### src/rtl/usbhc_pkg.sv
package usbhc_pkg;
  localparam int ADDR_W = 8;
  localparam int REG_W  = 32;
  localparam logic [ADDR_W-1:0] CMD_OFS = 8'h10;
  localparam logic [ADDR_W-1:0] STS_OFS = 8'h14;
  localparam int B_RUN   = 0;
  localparam int B_PORT  = 2;
  localparam int B_WRAP  = 3;
  localparam int B_SERR  = 4;
  localparam int B_ADV   = 5;
  localparam int B_HALT  = 12;
  localparam int B_RECL  = 13;
  localparam int B_PSCH  = 14;
  localparam int B_ASCH  = 15;
  localparam int N_FLAG  = 4;
  localparam int FLAG_LO = B_PORT;
endpackage

### src/rtl/usbhc_rst_sync.sv
module usbhc_rst_sync (
  input  logic clk,
  input  logic arst_n,
  output logic rst_n
);
  logic [1:0] sync_q;

  always_ff @(posedge clk or negedge arst_n) begin
    if (!arst_n) sync_q <= 2'b00;
    else         sync_q <= {sync_q[0], 1'b1};
  end

  assign rst_n = sync_q[1];
endmodule

### src/rtl/usbhc_runstop.sv
module usbhc_runstop (
  input  logic clk,
  input  logic rst_n,
  input  logic cmd_wr,
  input  logic cmd_bit,
  input  logic stop_done,
  output logic run_q,
  output logic halt_q
);
  logic run_d, halt_d;

  always_comb begin
    run_d = run_q;
    if (cmd_wr) run_d = cmd_bit;
  end

  always_comb begin
    halt_d = halt_q;
    if (run_d)                     halt_d = 1'b0;
    else if (stop_done && !run_q)  halt_d = 1'b1;
  end

  always_ff @(posedge clk or negedge rst_n) begin
    if (!rst_n)      run_q <= 1'b0;
    else if (cmd_wr) run_q <= run_d;
  end

  always_ff @(posedge clk or negedge rst_n) begin
    if (!rst_n) halt_q <= 1'b1;
    else        halt_q <= halt_d;
  end


  a_r2_run_not_halted: assert property (@(posedge clk) disable iff (!rst_n)
    run_q |-> !halt_q);
  a_r2_start_clears: assert property (@(posedge clk) disable iff (!rst_n)
    (cmd_wr && cmd_bit) |=> (run_q && !halt_q));

  a_r3_wait_for_done: assert property (@(posedge clk) disable iff (!rst_n)
    (!halt_q && !stop_done) |=> !halt_q);

  a_r4_done_ignored: assert property (@(posedge clk) disable iff (!rst_n)
    (run_q && stop_done) |=> !halt_q);
endmodule

### src/rtl/usbhc_edge_det.sv
module usbhc_edge_det #(
  parameter int W = 4
) (
  input  logic         clk,
  input  logic         rst_n,
  input  logic [W-1:0] sig,
  output logic         rise
);
  logic [W-1:0] prev_q;

  always_ff @(posedge clk or negedge rst_n) begin
    if (!rst_n) prev_q <= '0;
    else        prev_q <= sig;
  end

  assign rise = |(sig & ~prev_q);


  a_r9_rise_needs_high: assert property (@(posedge clk) disable iff (!rst_n)
    rise |-> (sig != '0));
endmodule

### src/rtl/usbhc_wrap_det.sv
module usbhc_wrap_det #(
  parameter int W = 11
) (
  input  logic         clk,
  input  logic         rst_n,
  input  logic [W-1:0] idx,
  output logic         wrap
);
  localparam logic [W-1:0] IDX_MAX = '1;
  logic [W-1:0] prev_q;

  always_ff @(posedge clk or negedge rst_n) begin
    if (!rst_n) prev_q <= '0;
    else        prev_q <= idx;
  end

  assign wrap = (prev_q == IDX_MAX) && (idx == '0);


  a_r8_wrap_lands_zero: assert property (@(posedge clk) disable iff (!rst_n)
    wrap |-> (idx == '0));
endmodule

### src/rtl/usbhc_sticky.sv
module usbhc_sticky (
  input  logic clk,
  input  logic rst_n,
  input  logic set,
  input  logic clr,
  output logic q
);
  logic d, en;

  always_comb begin
    en = set | clr;
    d  = set ? 1'b1 : 1'b0;
  end

  always_ff @(posedge clk or negedge rst_n) begin
    if (!rst_n)  q <= 1'b0;
    else if (en) q <= d;
  end


  a_r6_set_wins: assert property (@(posedge clk) disable iff (!rst_n)
    set |=> q);

  a_r5_clear_works: assert property (@(posedge clk) disable iff (!rst_n)
    (clr && !set) |=> !q);
  a_r5_hold_idle: assert property (@(posedge clk) disable iff (!rst_n)
    (!set && !clr) |=> $stable(q));
endmodule

### src/rtl/usbhc_cmd_status.sv
module usbhc_cmd_status
  import usbhc_pkg::*;
#(
  parameter int FIDX_W = 11,
  parameter int NPORTS = 4
) (
  input  logic              clk,
  input  logic              arst_n,
  input  logic [7:0]        reg_addr,
  input  logic              reg_wr,
  input  logic [31:0]       reg_wdata,
  output logic [31:0]       reg_rdata,
  output logic              run_stop,
  input  logic              stop_done,
  input  logic              async_adv_evt,
  input  logic              sys_err_evt,
  input  logic [FIDX_W-1:0] frame_idx,
  input  logic [NPORTS-1:0] port_chg,
  input  logic              async_sched_on,
  input  logic              periodic_sched_on,
  input  logic              async_reclaim,
  input  logic [3:0]        irq_en,
  output logic              irq
);
  logic rst_n;
  logic cmd_sel, sts_sel, cmd_wr, sts_wr;
  logic run_q, halt_q;
  logic wrap_evt, port_evt;
  logic [N_FLAG-1:0] flag_set, flag_clr, flag_q;
  logic [REG_W-1:0] cmd_word, sts_word;

  usbhc_rst_sync u_rst (.clk(clk), .arst_n(arst_n), .rst_n(rst_n));

  always_comb begin
    cmd_sel = (reg_addr == CMD_OFS);
    sts_sel = (reg_addr == STS_OFS);
    cmd_wr  = reg_wr && cmd_sel;
    sts_wr  = reg_wr && sts_sel;
  end

  usbhc_runstop u_rs (
    .clk(clk), .rst_n(rst_n), .cmd_wr(cmd_wr), .cmd_bit(reg_wdata[B_RUN]),
    .stop_done(stop_done), .run_q(run_q), .halt_q(halt_q)
  );

  usbhc_wrap_det #(.W(FIDX_W)) u_wrap (
    .clk(clk), .rst_n(rst_n), .idx(frame_idx), .wrap(wrap_evt)
  );

  usbhc_edge_det #(.W(NPORTS)) u_port (
    .clk(clk), .rst_n(rst_n), .sig(port_chg), .rise(port_evt)
  );

  always_comb begin
    flag_set[B_PORT-FLAG_LO] = port_evt;
    flag_set[B_WRAP-FLAG_LO] = wrap_evt;
    flag_set[B_SERR-FLAG_LO] = sys_err_evt;
    flag_set[B_ADV-FLAG_LO]  = async_adv_evt;
  end

  for (genvar i = 0; i < N_FLAG; i++) begin : g_flag
    assign flag_clr[i] = sts_wr && reg_wdata[FLAG_LO+i];
    usbhc_sticky u_bit (
      .clk(clk), .rst_n(rst_n), .set(flag_set[i]), .clr(flag_clr[i]), .q(flag_q[i])
    );
  end

  always_comb begin
    cmd_word = '0;
    cmd_word[B_RUN] = run_q;
    sts_word = '0;
    sts_word[FLAG_LO +: N_FLAG] = flag_q;
    sts_word[B_HALT] = halt_q;
    sts_word[B_RECL] = async_reclaim;
    sts_word[B_PSCH] = periodic_sched_on;
    sts_word[B_ASCH] = async_sched_on;
  end

  always_comb begin
    if (cmd_sel)      reg_rdata = cmd_word;
    else if (sts_sel) reg_rdata = sts_word;
    else              reg_rdata = '0;
  end

  assign run_stop = run_q;
  assign irq      = |(flag_q & irq_en);


  a_r12_quiet_when_clear: assert property (@(posedge clk) disable iff (!rst_n)
    (flag_q == '0) |-> !irq);

  a_r11_reserved_zero: assert property (@(posedge clk) disable iff (!rst_n)
    (reg_rdata[31:16] == '0) && (reg_rdata[11:6] == '0));
endmodule

### config.mk
export PLATFORM = sky130hd
export DESIGN_NAME = usbhc_cmd_status
export DESIGN_NICKNAME = d
export VERILOG_FILES = /design/src/rtl/usbhc_pkg.sv /design/src/rtl/usbhc_rst_sync.sv /design/src/rtl/usbhc_runstop.sv /design/src/rtl/usbhc_edge_det.sv /design/src/rtl/usbhc_wrap_det.sv /design/src/rtl/usbhc_sticky.sv /design/src/rtl/usbhc_cmd_status.sv
export SDC_FILE = /design/constraint.sdc
export NUM_CORES = 1
export LEC_CHECK = 0
export BUFFER_PORTS_ARGS = -buffer_cell sky130_fd_sc_hd__buf_2
export CORE_MARGIN = 4
export CORE_UTILIZATION = 36
export DETAILED_ROUTE_END_ITERATION = 8
export PLACE_DENSITY = 0.8
export SKIP_CTS_REPAIR_TIMING = 1
export SYNTH_ARGS = -nofsm -noshare
export SYNTH_HDL_FRONTEND = slang
export SYNTH_SLANG_ARGS = --single-unit
### constraint.sdc
create_clock -name clk -period 1.9 [get_ports clk]
set_input_delay 0.475 -clock clk [delete_from_list [all_inputs] [get_ports clk]]
set_output_delay 0.475 -clock clk [all_outputs]
set_load 0.1 [all_outputs]
==> reports/metrics.yaml <==
floorplan:
  initial_utilization_pct: 38.33
  die_y_um: 62.42
  fp-row-count: 19
  die_area_mm2: 0.003896
  ios: 102
  die_w_um: 62.42
  coreArea_mm2: 0.002781
clock_network:
  insertion_delay_ns: 0.30
  cts_tree: "yes"
  cts.htree.levels: 1
  clockRootBuffer: "clkbuf_4"
  cts.sinks: 23
  clkTransAtPathRegs_ns: 0.11
  cts.path.max_buffers: 2
  cts_buffers: 3
pwr:
  p_per_area_mw_per_mm2: 666.9
  ir_worst_vdd_uv: 571.5
  p_leak_nw: 0.7645
  fin_total_pwr_mw: 1.037
finish:
  final_cell_mix: "39 x buf_2, 24 x conb_1, 21 x dfrtp_1"
  antenna_cells: 0
  fin_nets: 227
  syn2layout_area_growth_pct: 45.89
  final_common_cell: "buf_2"
  final_cell_area_mm2: 0.001555
  drive_gt1_share_pct: 48.10
grt:
  grt_max_degree: 22
  antenna_found_initial: 0
  grt_pass1_wl_um: 3588
  grt_pass1_vias: 841
  grt-ovfl-total: 0
  grt.total_usage_pct: 11.20
synthesis:
  yosysSeqAreaShare_pct: 54.11
  syn_area_mm2: 0.001066
  synth_cells: 95
  ys_seq_elements: 23
  yosysWarnings: 0
  yosysTopAreaCellShare_pct: 51.64
  synth_top_area_cell: "dfrtp_1"
  ys_types: 24
  avgSynthCellArea_um2: 11.22
  synth_area_leaders: "dfrtp_1 52%, buf_4 16%, and2_1 4.7%"
worst_setup_path:
  worstSetupStartpointType: "primary input"
  cp-end-kind: "output port"
  reg2reg_depth: 3
  regToRegStartpoint: "u_wrap.prev_q[0]$_DFF_PN0_"
  critPathArrivalTime_ns: 1.67
  worstSetupStartpoint: "reg_addr[3]"
  path_class: "primary input to output port"
  rrSetupSlack_ns: 0.93
  worstReg2RegEnd: "g_flag[1].u_bit.q$_DFFE_PN0P_"
  path_max_fanout: 5
  crit_path_end: "reg_rdata[4]"
  cp.required_ns: 1.42
run_status:
  status: "complete, but fails checks"
  violations: "negative setup slack"
timing:
  fmax_mhz: 465.4
  skew_ns: 0.001420
  period_minus_slack_ns: 2.149
  min_period_over_period_pct: 113.1
  hold_viol: 0
  setup_ws_ns: -0.2486
  worst_pin_slew_ns: 0.7950
  slew_headroom_pct: 47.00
  finalMaxSlewViolations: 0
  setup_viol: 9
  fin_tns_setup_ns: -1.904
  rsz0062_at_grt: "yes"
detailed_routing:
  drt_iter0_markers: 15
  viasPerCell: 4.508
  dr.pass1.iters: 4
  drc: 0
  routed-via-count: 852
  wire_per_inst_um: 11.53
  drt_wl_total_um: 2180
  drtAntennaViolNets: 0
placement:
  place.port_buffers: 51
  place_congestion: 0.7777
  hpwl_um: 1879
  placed_cell_area_mm2: 0.001488
min_path:
  whs_path_depth: 1
  hold_class: "primary input to flip-flop"
job:
  cap_violations: 0
==> power breakdown <==
| part | switching (mW) | total, mW | internal (mW) |
|---|---|---|---|
| combinational | 0.246 | 0.300 | 0.0537 |
| clock | 0.130 | 0.211 | 0.0818 |
| sequential | 0.0139 | 0.526 | 0.512 |
| total | 0.390 | 1.04 | 0.648 |
==> worst max-delay path: stages <==
cell and delay [ns]:
buf_6 0.09, or4b_4 0.58, nor2_4 0.18, and2_4 0.18, buf_12 0.17
==> cells in the mapped netlist (all sizes together) <==
library cell,count
buf,23
dfrtp,22
and2,8
inv,4
nand2,4
nand4,3
nor2,3
nor4,3
o31ai,3
a21oi,2
a22oi,2
a41oi,2
and4,2
conb,2
nand2b,2
nor4b,2
or4b,2
a211oi,1
a21o,1
and3,1
dfstp,1
nand3,1
nor2b,1
==> metal layers <==
metal	GRT usage [%]	up-vias	part of all wire [%]
met4	4.775	0	0.92
met5	0	-	0
met1	12.46	385	36
li1	-	410	-
met3	4.856	2	14
met2	18.52	55	49
==> cells by family (layout without fill, tap and decap cells) <==
family	after synthesis	in the layout	share of synthesized area, %
other	2	24	0.7045
AND/OR/NAND/NOR	32	33	20.07
AO/OA/AOI/OAI	11	11	7.512
flip-flops	23	23	54.11
buffers and inverters	27	67	17.61
==> area by class of cell <==
type                    instances  area [µm²]
clock buffers                   4       26.28
fillers                       256        1226
repair buffers                 59       480.5
flip-flops and latches         23       578.1
inverters                       4       15.01
multi-input cells              68       416.7
well taps                      31       38.79
==> how the worst min path moves through the flow <==
| stage | startpoint | endpoint |
|---|---|---|
| floorplan | arst_n | u_rst.sync_q[0]$_DFF_PN0_ |
| global placement | arst_n | u_rst.sync_q[0]$_DFF_PN0_ |
| detailed placement | arst_n | u_rst.sync_q[0]$_DFF_PN0_ |
| CTS | arst_n | u_rst.sync_q[0]$_DFF_PN0_ |
| global route | frame_idx[6] | u_wrap.prev_q[6]$_DFF_PN0_ |
| finish | frame_idx[10] | u_wrap.prev_q[10]$_DFF_PN0_ |
==> flip-flops by register name, indices dropped and copies added, names as in the netlist <==
| signal | flops |
|---|---|
| u_wrap.prev_q | 11 |
| u_rs.run_q | 1 |
| u_rst.sync_q | 2 |
| u_port.prev_q | 4 |
| g_flag.u_bit.q | 4 |
| u_rs.halt_q | 1 |
==> through the flow <==
stage / setup WS (ns) / hold WS [ns] / cells / utilization [%]
3_3_place_gp: -0.3103 / 0.2598 / 182 / 53.49
2_1_floorplan: -0.1622 / 0.1794 / 117 / -
6_report: -0.2486 / 0.2854 / 189 / 55.92
3_5_place_dp: -0.3315 / 0.2608 / 182 / 53.49
5_1_grt: -0.3011 / 0.2572 / 189 / 55.92
4_1_cts: -0.3305 / -0.08218 / 186 / 54.43
Note: power is estimated with default switching activity, not from simulation.
